<file path="config.mk">
export PLATFORM = sky130hd
export DESIGN_NAME = dma2d_ctrl
export DESIGN_NICKNAME = d
export VERILOG_FILES = /design/src/rtl/dma2d_pkg.sv /design/src/rtl/dma2d_desc_fetch.sv /design/src/rtl/dma2d_addr_gen.sv /design/src/rtl/dma2d_ctrl.sv
export SDC_FILE = /design/constraint.sdc
export NUM_CORES = 1
export LEC_CHECK = 0
export BUFFER_PORTS_ARGS = -buffer_cell sky130_fd_sc_hd__buf_2
export CORE_ASPECT_RATIO = 0.7
export CORE_UTILIZATION = 55
export CTS_CLUSTER_SIZE = 40
export DETAILED_ROUTE_END_ITERATION = 12
export GPL_TIMING_DRIVEN = 0
export PLACE_DENSITY_LB_ADDON = 0.3
export SYNTH_ARGS = -nofsm -noshare
export SYNTH_HDL_FRONTEND = slang
export SYNTH_SLANG_ARGS = --single-unit
</file>
<file path="constraint.sdc">
create_clock -name clk_i -period 3.2 [get_ports clk_i]
set_input_delay 0.16 -clock clk_i [delete_from_list [all_inputs] [get_ports clk_i]]
set_output_delay 0.16 -clock clk_i [all_outputs]
set_load 0.05 [all_outputs]
</file>
<file path="src/rtl/dma2d_pkg.sv">
`timescale 1ns/1ps
package dma2d_pkg;
  parameter int unsigned AW = 32;
  parameter int unsigned CW = 16;
  parameter int unsigned DESC_WORDS = 6;

  typedef enum logic [2:0] {
    ST_IDLE, ST_FETCH, ST_RD, ST_WAIT, ST_WR, ST_NEXT
  } st_e;

  typedef struct packed {
    logic [AW-1:0] src;
    logic [AW-1:0] dst;
    logic [AW-1:0] sstride;
    logic [AW-1:0] dstride;
    logic [CW-1:0] width;
    logic [CW-1:0] height;
  } rect_t;
endpackage

</file>
<file path="src/rtl/dma2d_desc_fetch.sv">
`timescale 1ns/1ps
module dma2d_desc_fetch
  import dma2d_pkg::*;
#(
  parameter int unsigned RAM_AW = 8
) (
  input  logic              clk_i,
  input  logic              rst_ni,
  input  logic              start_i,
  input  logic [RAM_AW-1:0] ptr_i,
  output logic              en_o,
  output logic [RAM_AW-1:0] addr_o,
  input  logic [AW-1:0]     rdata_i,
  output logic              done_o,
  output rect_t             rect_o,
  output logic [RAM_AW-1:0] next_o,
  output logic              last_o
);
  localparam int unsigned IW = $clog2(DESC_WORDS);
  localparam int unsigned NBODY = DESC_WORDS - 1;

  logic              active_q;
  logic [IW-1:0]     cnt_q;
  logic [RAM_AW-1:0] base_q;
  logic              rv_q;
  logic [IW-1:0]     ridx_q;
  logic              done_q;
  logic [AW-1:0]     words_q [NBODY];
  logic [RAM_AW-1:0] next_q;
  logic              last_q;

  always_ff @(posedge clk_i or negedge rst_ni) begin
    if (!rst_ni) begin
      active_q <= 1'b0;
      cnt_q    <= '0;
      base_q   <= '0;
      rv_q     <= 1'b0;
      ridx_q   <= '0;
      done_q   <= 1'b0;
      next_q   <= '0;
      last_q   <= 1'b0;
      for (int i = 0; i < int'(NBODY); i++) words_q[i] <= '0;
    end else begin
      if (start_i && !active_q) begin
        active_q <= 1'b1;
        cnt_q    <= '0;
        base_q   <= ptr_i;
      end else if (active_q) begin
        cnt_q <= cnt_q + IW'(1);
        if (cnt_q == IW'(DESC_WORDS - 1)) active_q <= 1'b0;
      end
      rv_q   <= active_q;
      ridx_q <= cnt_q;
      if (rv_q) begin
        if (ridx_q == IW'(DESC_WORDS - 1)) begin
          next_q <= rdata_i[RAM_AW-1:0];
          last_q <= rdata_i[AW-1];
        end else begin
          words_q[ridx_q] <= rdata_i;
        end
      end
      done_q <= rv_q && (ridx_q == IW'(DESC_WORDS - 1));
    end
  end

  assign en_o   = active_q;
  assign addr_o = base_q + RAM_AW'(cnt_q);
  assign done_o = done_q;
  assign next_o = next_q;
  assign last_o = last_q;

  assign rect_o.src     = words_q[0];
  assign rect_o.dst     = words_q[1];
  assign rect_o.width   = words_q[2][CW-1:0];
  assign rect_o.height  = words_q[2][2*CW-1:CW];
  assign rect_o.sstride = words_q[3];
  assign rect_o.dstride = words_q[4];


  fetch_seq_chk: assert property (@(posedge clk_i) disable iff (!rst_ni)
    (en_o && $past(en_o)) |-> (addr_o == $past(addr_o) + RAM_AW'(1)));
endmodule

</file>
<file path="src/rtl/dma2d_addr_gen.sv">
`timescale 1ns/1ps
module dma2d_addr_gen
  import dma2d_pkg::*;
(
  input  logic          clk_i,
  input  logic          rst_ni,
  input  logic          load_i,
  input  rect_t         rect_i,
  input  logic          step_i,
  output logic [AW-1:0] src_o,
  output logic [AW-1:0] dst_o,
  output logic          last_o
);
  logic [CW-1:0] col_q, row_q, width_q, height_q;
  logic [AW-1:0] sline_q, dline_q, src_q, dst_q, sstr_q, dstr_q;
  logic          eol;

  assign eol    = (col_q == width_q - CW'(1));
  assign last_o = eol && (row_q == height_q - CW'(1));
  assign src_o  = src_q;
  assign dst_o  = dst_q;

  always_ff @(posedge clk_i or negedge rst_ni) begin
    if (!rst_ni) begin
      col_q <= '0; row_q <= '0; width_q <= '0; height_q <= '0;
      sline_q <= '0; dline_q <= '0; src_q <= '0; dst_q <= '0;
      sstr_q <= '0; dstr_q <= '0;
    end else if (load_i) begin
      col_q    <= '0;
      row_q    <= '0;
      width_q  <= rect_i.width;
      height_q <= rect_i.height;
      sline_q  <= rect_i.src;
      dline_q  <= rect_i.dst;
      src_q    <= rect_i.src;
      dst_q    <= rect_i.dst;
      sstr_q   <= rect_i.sstride;
      dstr_q   <= rect_i.dstride;
    end else if (step_i) begin
      if (eol) begin
        col_q   <= '0;
        row_q   <= row_q + CW'(1);
        sline_q <= sline_q + sstr_q;
        dline_q <= dline_q + dstr_q;
        src_q   <= sline_q + sstr_q;
        dst_q   <= dline_q + dstr_q;
      end else begin
        col_q <= col_q + CW'(1);
        src_q <= src_q + AW'(1);
        dst_q <= dst_q + AW'(1);
      end
    end
  end


  col_step_chk: assert property (@(posedge clk_i) disable iff (!rst_ni)
    (step_i && !load_i && !eol) |=>
      (src_o == $past(src_o) + AW'(1)) && (dst_o == $past(dst_o) + AW'(1)));
endmodule

</file>
<file path="src/rtl/dma2d_ctrl.sv">
`timescale 1ns/1ps
module dma2d_ctrl
  import dma2d_pkg::*;
#(
  parameter int unsigned RAM_AW = 8
) (
  input  logic              clk_i,
  input  logic              rst_ni,
  input  logic              start_i,
  input  logic [RAM_AW-1:0] desc_ptr_i,
  input  logic              sts_clr_i,
  output logic              busy_o,
  output logic              sts_done_o,
  output logic              irq_done_o,
  output logic              dram_en_o,
  output logic [RAM_AW-1:0] dram_addr_o,
  input  logic [31:0]       dram_rdata_i,
  output logic              mem_req_valid_o,
  input  logic              mem_req_ready_i,
  output logic              mem_req_we_o,
  output logic [31:0]       mem_req_addr_o,
  output logic [31:0]       mem_req_wdata_o,
  input  logic              mem_rsp_valid_i,
  input  logic [31:0]       mem_rsp_data_i
);
  st_e               state_q, state_d;
  logic [AW-1:0]     rdata_q;
  logic              irq_q, sts_q;
  logic              f_start, f_done, f_last;
  logic [RAM_AW-1:0] f_ptr, f_next;
  rect_t             rect;
  logic              ag_load, ag_step, ag_last, zero_size, fin;
  logic [AW-1:0]     ag_src, ag_dst;

  assign zero_size = (rect.width == '0) || (rect.height == '0);
  assign fin       = (state_q == ST_NEXT) && f_last;
  assign f_start   = ((state_q == ST_IDLE) && start_i) ||
                     ((state_q == ST_NEXT) && !f_last);
  assign f_ptr     = (state_q == ST_IDLE) ? desc_ptr_i : f_next;
  assign ag_load   = (state_q == ST_FETCH) && f_done;
  assign ag_step   = (state_q == ST_WR) && mem_req_ready_i;

  dma2d_desc_fetch #(.RAM_AW(RAM_AW)) u_fetch (
    .clk_i(clk_i), .rst_ni(rst_ni), .start_i(f_start), .ptr_i(f_ptr),
    .en_o(dram_en_o), .addr_o(dram_addr_o), .rdata_i(dram_rdata_i),
    .done_o(f_done), .rect_o(rect), .next_o(f_next), .last_o(f_last)
  );

  dma2d_addr_gen u_agen (
    .clk_i(clk_i), .rst_ni(rst_ni), .load_i(ag_load), .rect_i(rect),
    .step_i(ag_step), .src_o(ag_src), .dst_o(ag_dst), .last_o(ag_last)
  );

  always_comb begin
    state_d = state_q;
    unique case (state_q)
      ST_IDLE:  if (start_i) state_d = ST_FETCH;
      ST_FETCH: if (f_done) state_d = zero_size ? ST_NEXT : ST_RD;
      ST_RD:    if (mem_req_ready_i) state_d = ST_WAIT;
      ST_WAIT:  if (mem_rsp_valid_i) state_d = ST_WR;
      ST_WR:    if (mem_req_ready_i) state_d = ag_last ? ST_NEXT : ST_RD;
      ST_NEXT:  state_d = f_last ? ST_IDLE : ST_FETCH;
      default:  state_d = ST_IDLE;
    endcase
  end

  always_ff @(posedge clk_i or negedge rst_ni) begin
    if (!rst_ni) begin
      state_q <= ST_IDLE;
      rdata_q <= '0;
      irq_q   <= 1'b0;
      sts_q   <= 1'b0;
    end else begin
      state_q <= state_d;
      if (state_q == ST_WAIT && mem_rsp_valid_i) rdata_q <= mem_rsp_data_i;
      irq_q <= fin;
      if (fin)            sts_q <= 1'b1;
      else if (sts_clr_i) sts_q <= 1'b0;
    end
  end

  assign busy_o          = (state_q != ST_IDLE);
  assign sts_done_o      = sts_q;
  assign irq_done_o      = irq_q;
  assign mem_req_valid_o = (state_q == ST_RD) || (state_q == ST_WR);
  assign mem_req_we_o    = (state_q == ST_WR);
  assign mem_req_addr_o  = (state_q == ST_WR) ? ag_dst : ag_src;
  assign mem_req_wdata_o = rdata_q;


  req_hold_chk: assert property (@(posedge clk_i) disable iff (!rst_ni)
    (mem_req_valid_o && !mem_req_ready_i) |=>
      (mem_req_valid_o && $stable(mem_req_addr_o) &&
       $stable(mem_req_we_o) && $stable(mem_req_wdata_o)));

  irq_pulse_chk: assert property (@(posedge clk_i) disable iff (!rst_ni)
    irq_done_o |=> !irq_done_o);

  idle_quiet_chk: assert property (@(posedge clk_i) disable iff (!rst_ni)
    !busy_o |-> (!mem_req_valid_o && !dram_en_o));

  wr_after_rsp_chk: assert property (@(posedge clk_i) disable iff (!rst_ni)
    $rose(mem_req_valid_o && mem_req_we_o) |-> $past(mem_rsp_valid_i));
endmodule

</file>
==> metrics.txt <==
failing checks max-capacitance violations, max-slew violations, negative setup slack; Final min period approximately 3.3 ns; drt drc 0; library cells used by synthesis 76; Clock Path Buffers 3; multiplexer area fraction after synthesis 0.1054; CP peak stage delay 0.49 ns; worst reg-to-reg setup slack -0.15 ns; commonest non-fill, non-tap cell in the layout dfrtp_1; fin nets about 3100; Post-Synth Adder-Cell Area 0.03839; Avg WL per Cell about 26 µm; R2R Path End u_agen.src_o[12]; Worst-Margin Slew ~1.5 ns; I/O Buffers 155; Fin Clk Skew approximately 0.033 ns; vias in the first global route ~22000; Seq/Total Area, Yosys 0.4728; PD cells approximately 1000 mW/mm²; Post-Synthesis Cells ~2600; Starting Density 0.5597; largest family of logic cells by synthesized area simple AND/OR/NAND/NOR gates; Crit Path Max Fanout 8; Place WS -1.025 ns; FILL cells roughly 3400; crit path capture type flop; Yosys reg bits around 480; Iteration-0 DRC Markers between 3000 and 4000; Fin. Hold Viols 0; num rows between 60 and 70; CP max-delay cell or4b_4; Max-Slew Margin vs Limit -0.02260; Post-synth EDFFs 0; worst path cell trace inv_2 > ha_4 > or4b_4 > or3_4 > a22oi_2 > nor4b_4 > and4_1 > buf_6 > buf_6 > buf_12 > o22ai_1 > a31oi_1 > o21ai_0 > nor2_1; Worst Setup Start Kind flop; asr flop ratio synth 1.000; post-synthesis xor/xnor area fraction 0.04698; Core ar. about 0.045 mm²; Root Buffer clkbuf_16; Synth Warn # 0; end point of the critical path u_agen.src_o[12]; Worst setup startpoint u_agen.width_q[0]; Overall Global Routing Usage 0.3902; final setup TNS -5.333 ns; Max Cap Viol 1; CTS tree yes; commonest non-fill, non-tap cells in the layout dfrtp_1 (478), nand2_1 (399), nor2_1 (234); Chip Width approximately 260 µm; Compound-Gate Fraction of Synth Area 0.1395; Clock Latency Late Sink a little under 0.6 ns; GRT Residual Overflow 0; hpwl dp roughly 65000 µm; crit path DAT 3.86 ns; Crit Path Class flop to flop; GPL Wtd Cong about 1.0; Routed Antenna Nets 0; H-Tree Depth 2; met3 Usage GRT 0.1166; clock buffer count from CTS 47; Placed Cells incl. Taps roughly 3400; IO Count around 160; Avg Cell Area, Syn just under 10 µm²; Pre-antenna DRT Iters 8; Hold WS ~0.014 ns; Die ar. between 0.04 and 0.05 mm²; Vias/cell ~6.5; Top cell by count, worst path buf_6; GRT Max-Usage Layer met1; Area Overhead vs Synth 25.69%; Hold Path Class input port to flop; Via Count 23410; met2 GRT Util 0.5569; mapped cell area around 0.025 mm²; R2R Path Start u_agen.width_q[0]; Simple-Gate Fraction of Synth Area 0.1713; peak supply drop 0.7150 mV; R2R depth 14; status complete, but fails checks; non-filler cells, final roughly 3600; fmax roughly 300 MHz; Post-Syn Nets about 2800; Clock Pin Slew Worst Setup and Hold Paths ~0.070 ns; top_reg_cell synth dfrtp_1; met1 Use GR 0.5579; # setup viols final 105; RSZ-0062 raised after global routing true; CP required about 3.7 ns; period utilization 1.047; LEAKAGE approximately 14 nW; fin worst setup slack -0.1498 ns; WL final roughly 94000 µm; share of cells above drive strength 1 0.2704; largest net degree at the start of global routing between 100 and 150; first-pass GRT wire length roughly 140000 µm; CTS Sinks around 480; antenna violations before repair 5; fin. max-slew vios 11; die height 181.6 µm
## report_power, final
part	switching (W)	total (W)	internal (W)
registers	0.00232	0.0108	0.00851
clock network	0.00255	0.00585	0.00330
logic	0.00990	0.0166	0.00668
total	0.0148	0.0333	0.0185
## layout make-up
cell class | instances | area (µm²) | area share
flip-flops and latches | 479 | 11990 | 0.3762
plain buffers | 122 | 834.6 | 0.02619
diodes | 3 | 7.507 | 0.0002356
inverters | 38 | 145.1 | 0.004554
repair buffers | 309 | 2472 | 0.07758
clock buffers | 65 | 1355 | 0.04252
well taps | 603 | 754.5 | 0.02367
clock inverters | 20 | 231.5 | 0.007263
multi-input cells | 1966 | 14080 | 0.4418
## metal layers
metal | part of all wire | vias up
met2 | 0.42 | 1488
met5 | 0.00065 | -
met4 | 0.043 | 4
met1 | 0.40 | 11560
met3 | 0.13 | 315
li1 | - | 10040
## metrics by stage
stage	power, W	instance area [µm²]	util
floorplan	0.02044	25350	-
global placement	0.02388	26880	0.5935
detailed placement	0.02445	27030	0.5966
CTS	0.03178	30850	0.6810
global route	0.03478	31870	0.7035
finish	0.03326	31870	0.7035
## Yosys cell counts (7+ instances only)
| master | n | area (µm²) |
|---|---|---|
| a211oi_1 | 34 | 255.2 |
| a21o_1 | 35 | 262.8 |
| a21oi_1 | 151 | 755.7 |
| a31oi_1 | 40 | 250.2 |
| and2_1 | 9 | 56.30 |
| and3_1 | 42 | 262.8 |
| and4_1 | 10 | 87.58 |
| buf_1 | 12 | 45.04 |
| buf_2 | 21 | 105.1 |
| clkbuf_1 | 93 | 349.1 |
| dfrtp_1 | 479 | 11990 |
| ha_1 | 73 | 913.4 |
| inv_1 | 37 | 138.9 |
| mux2_2 | 224 | 2522 |
| mux2i_1 | 15 | 150.1 |
| nand2_1 | 407 | 1528 |
| nand2b_1 | 13 | 81.33 |
| nand3_1 | 58 | 290.3 |
| nand3b_1 | 8 | 60.06 |
| nand4_1 | 27 | 168.9 |
| nor2_1 | 254 | 953.4 |
| nor2b_1 | 21 | 131.4 |
| nor3_1 | 35 | 175.2 |
| nor3b_1 | 7 | 52.55 |
| nor4_1 | 20 | 125.1 |
| o211ai_1 | 10 | 75.07 |
| o21a_1 | 21 | 157.7 |
| o21ai_0 | 122 | 610.6 |
| o221a_2 | 10 | 112.6 |
| o22ai_1 | 53 | 331.6 |
| o31ai_1 | 13 | 97.59 |
| or3_1 | 12 | 75.07 |
| xnor2_1 | 84 | 735.7 |
| xor2_1 | 52 | 455.4 |
## worst max-delay path, delay by kind of cell, from the launching register on
kind	cells	cell delay, ns
and+or+nand+nor	5	1.56
buffers and inverters	4	0.48
AOI/OAI and AO/OA	4	0.68
DFF	1	0.41
adders and majority gates	1	0.14
## how the worst min path moves through the flow
stage,endpoint,cells after the start,slack [ns],startpoint
after CTS,u_fetch.rect_o[29],2,0.004,dram_rdata_i[13]
after floorplan,irq_done_o,0,-0.14,rst_ni
final,u_fetch.rect_o[31],2,0.01,dram_rdata_i[15]
after global placement,mem_req_wdata_o[15],2,0.39,mem_rsp_data_i[15]
after detailed placement,u_agen.row_q[10],1,0.1,rst_ni
after global routing,u_fetch.rect_o[31],2,0.002,dram_rdata_i[15]
## cell families (layout without fill, tap and decap cells)
| logic type | Yosys count | in the layout |
|---|---|---|
| simple gates | 954 | 955 |
| compound gates | 560 | 560 |
| flops | 479 | 479 |
| mux | 239 | 239 |
| buf+inv | 165 | 554 |
| xor+xnor | 136 | 136 |
| fa+ha+maj | 76 | 76 |
| other cells | 0 | 3 |
## repair_timing
item	in CTS	in global routing
pin swaps	53	110
hold buffers	69	1
gates resized for setup	247	196
gates cloned	3	5
setup buffers	38	35
setup endpoints to repair	259	286
endpoints found under the hold margin	308	1
## registers in the layout, indices dropped and copies added (netlist names), 3 cells and up
signal / flops
u_fetch.rect_o: 160
mem_req_wdata_o: 32
u_agen.dline_q: 32
u_agen.dst_o: 32
u_agen.dstr_q: 32
u_agen.sline_q: 32
u_agen.src_o: 32
u_agen.sstr_q: 32
u_agen.col_q: 16
u_agen.height_q: 16
u_agen.row_q: 16
u_agen.width_q: 16
u_fetch.base_q: 8
u_fetch.next_o: 8
state_q: 3
u_fetch.cnt_q: 3
u_fetch.ridx_q: 3
Note: power is estimated with default switching activity, not from simulation.
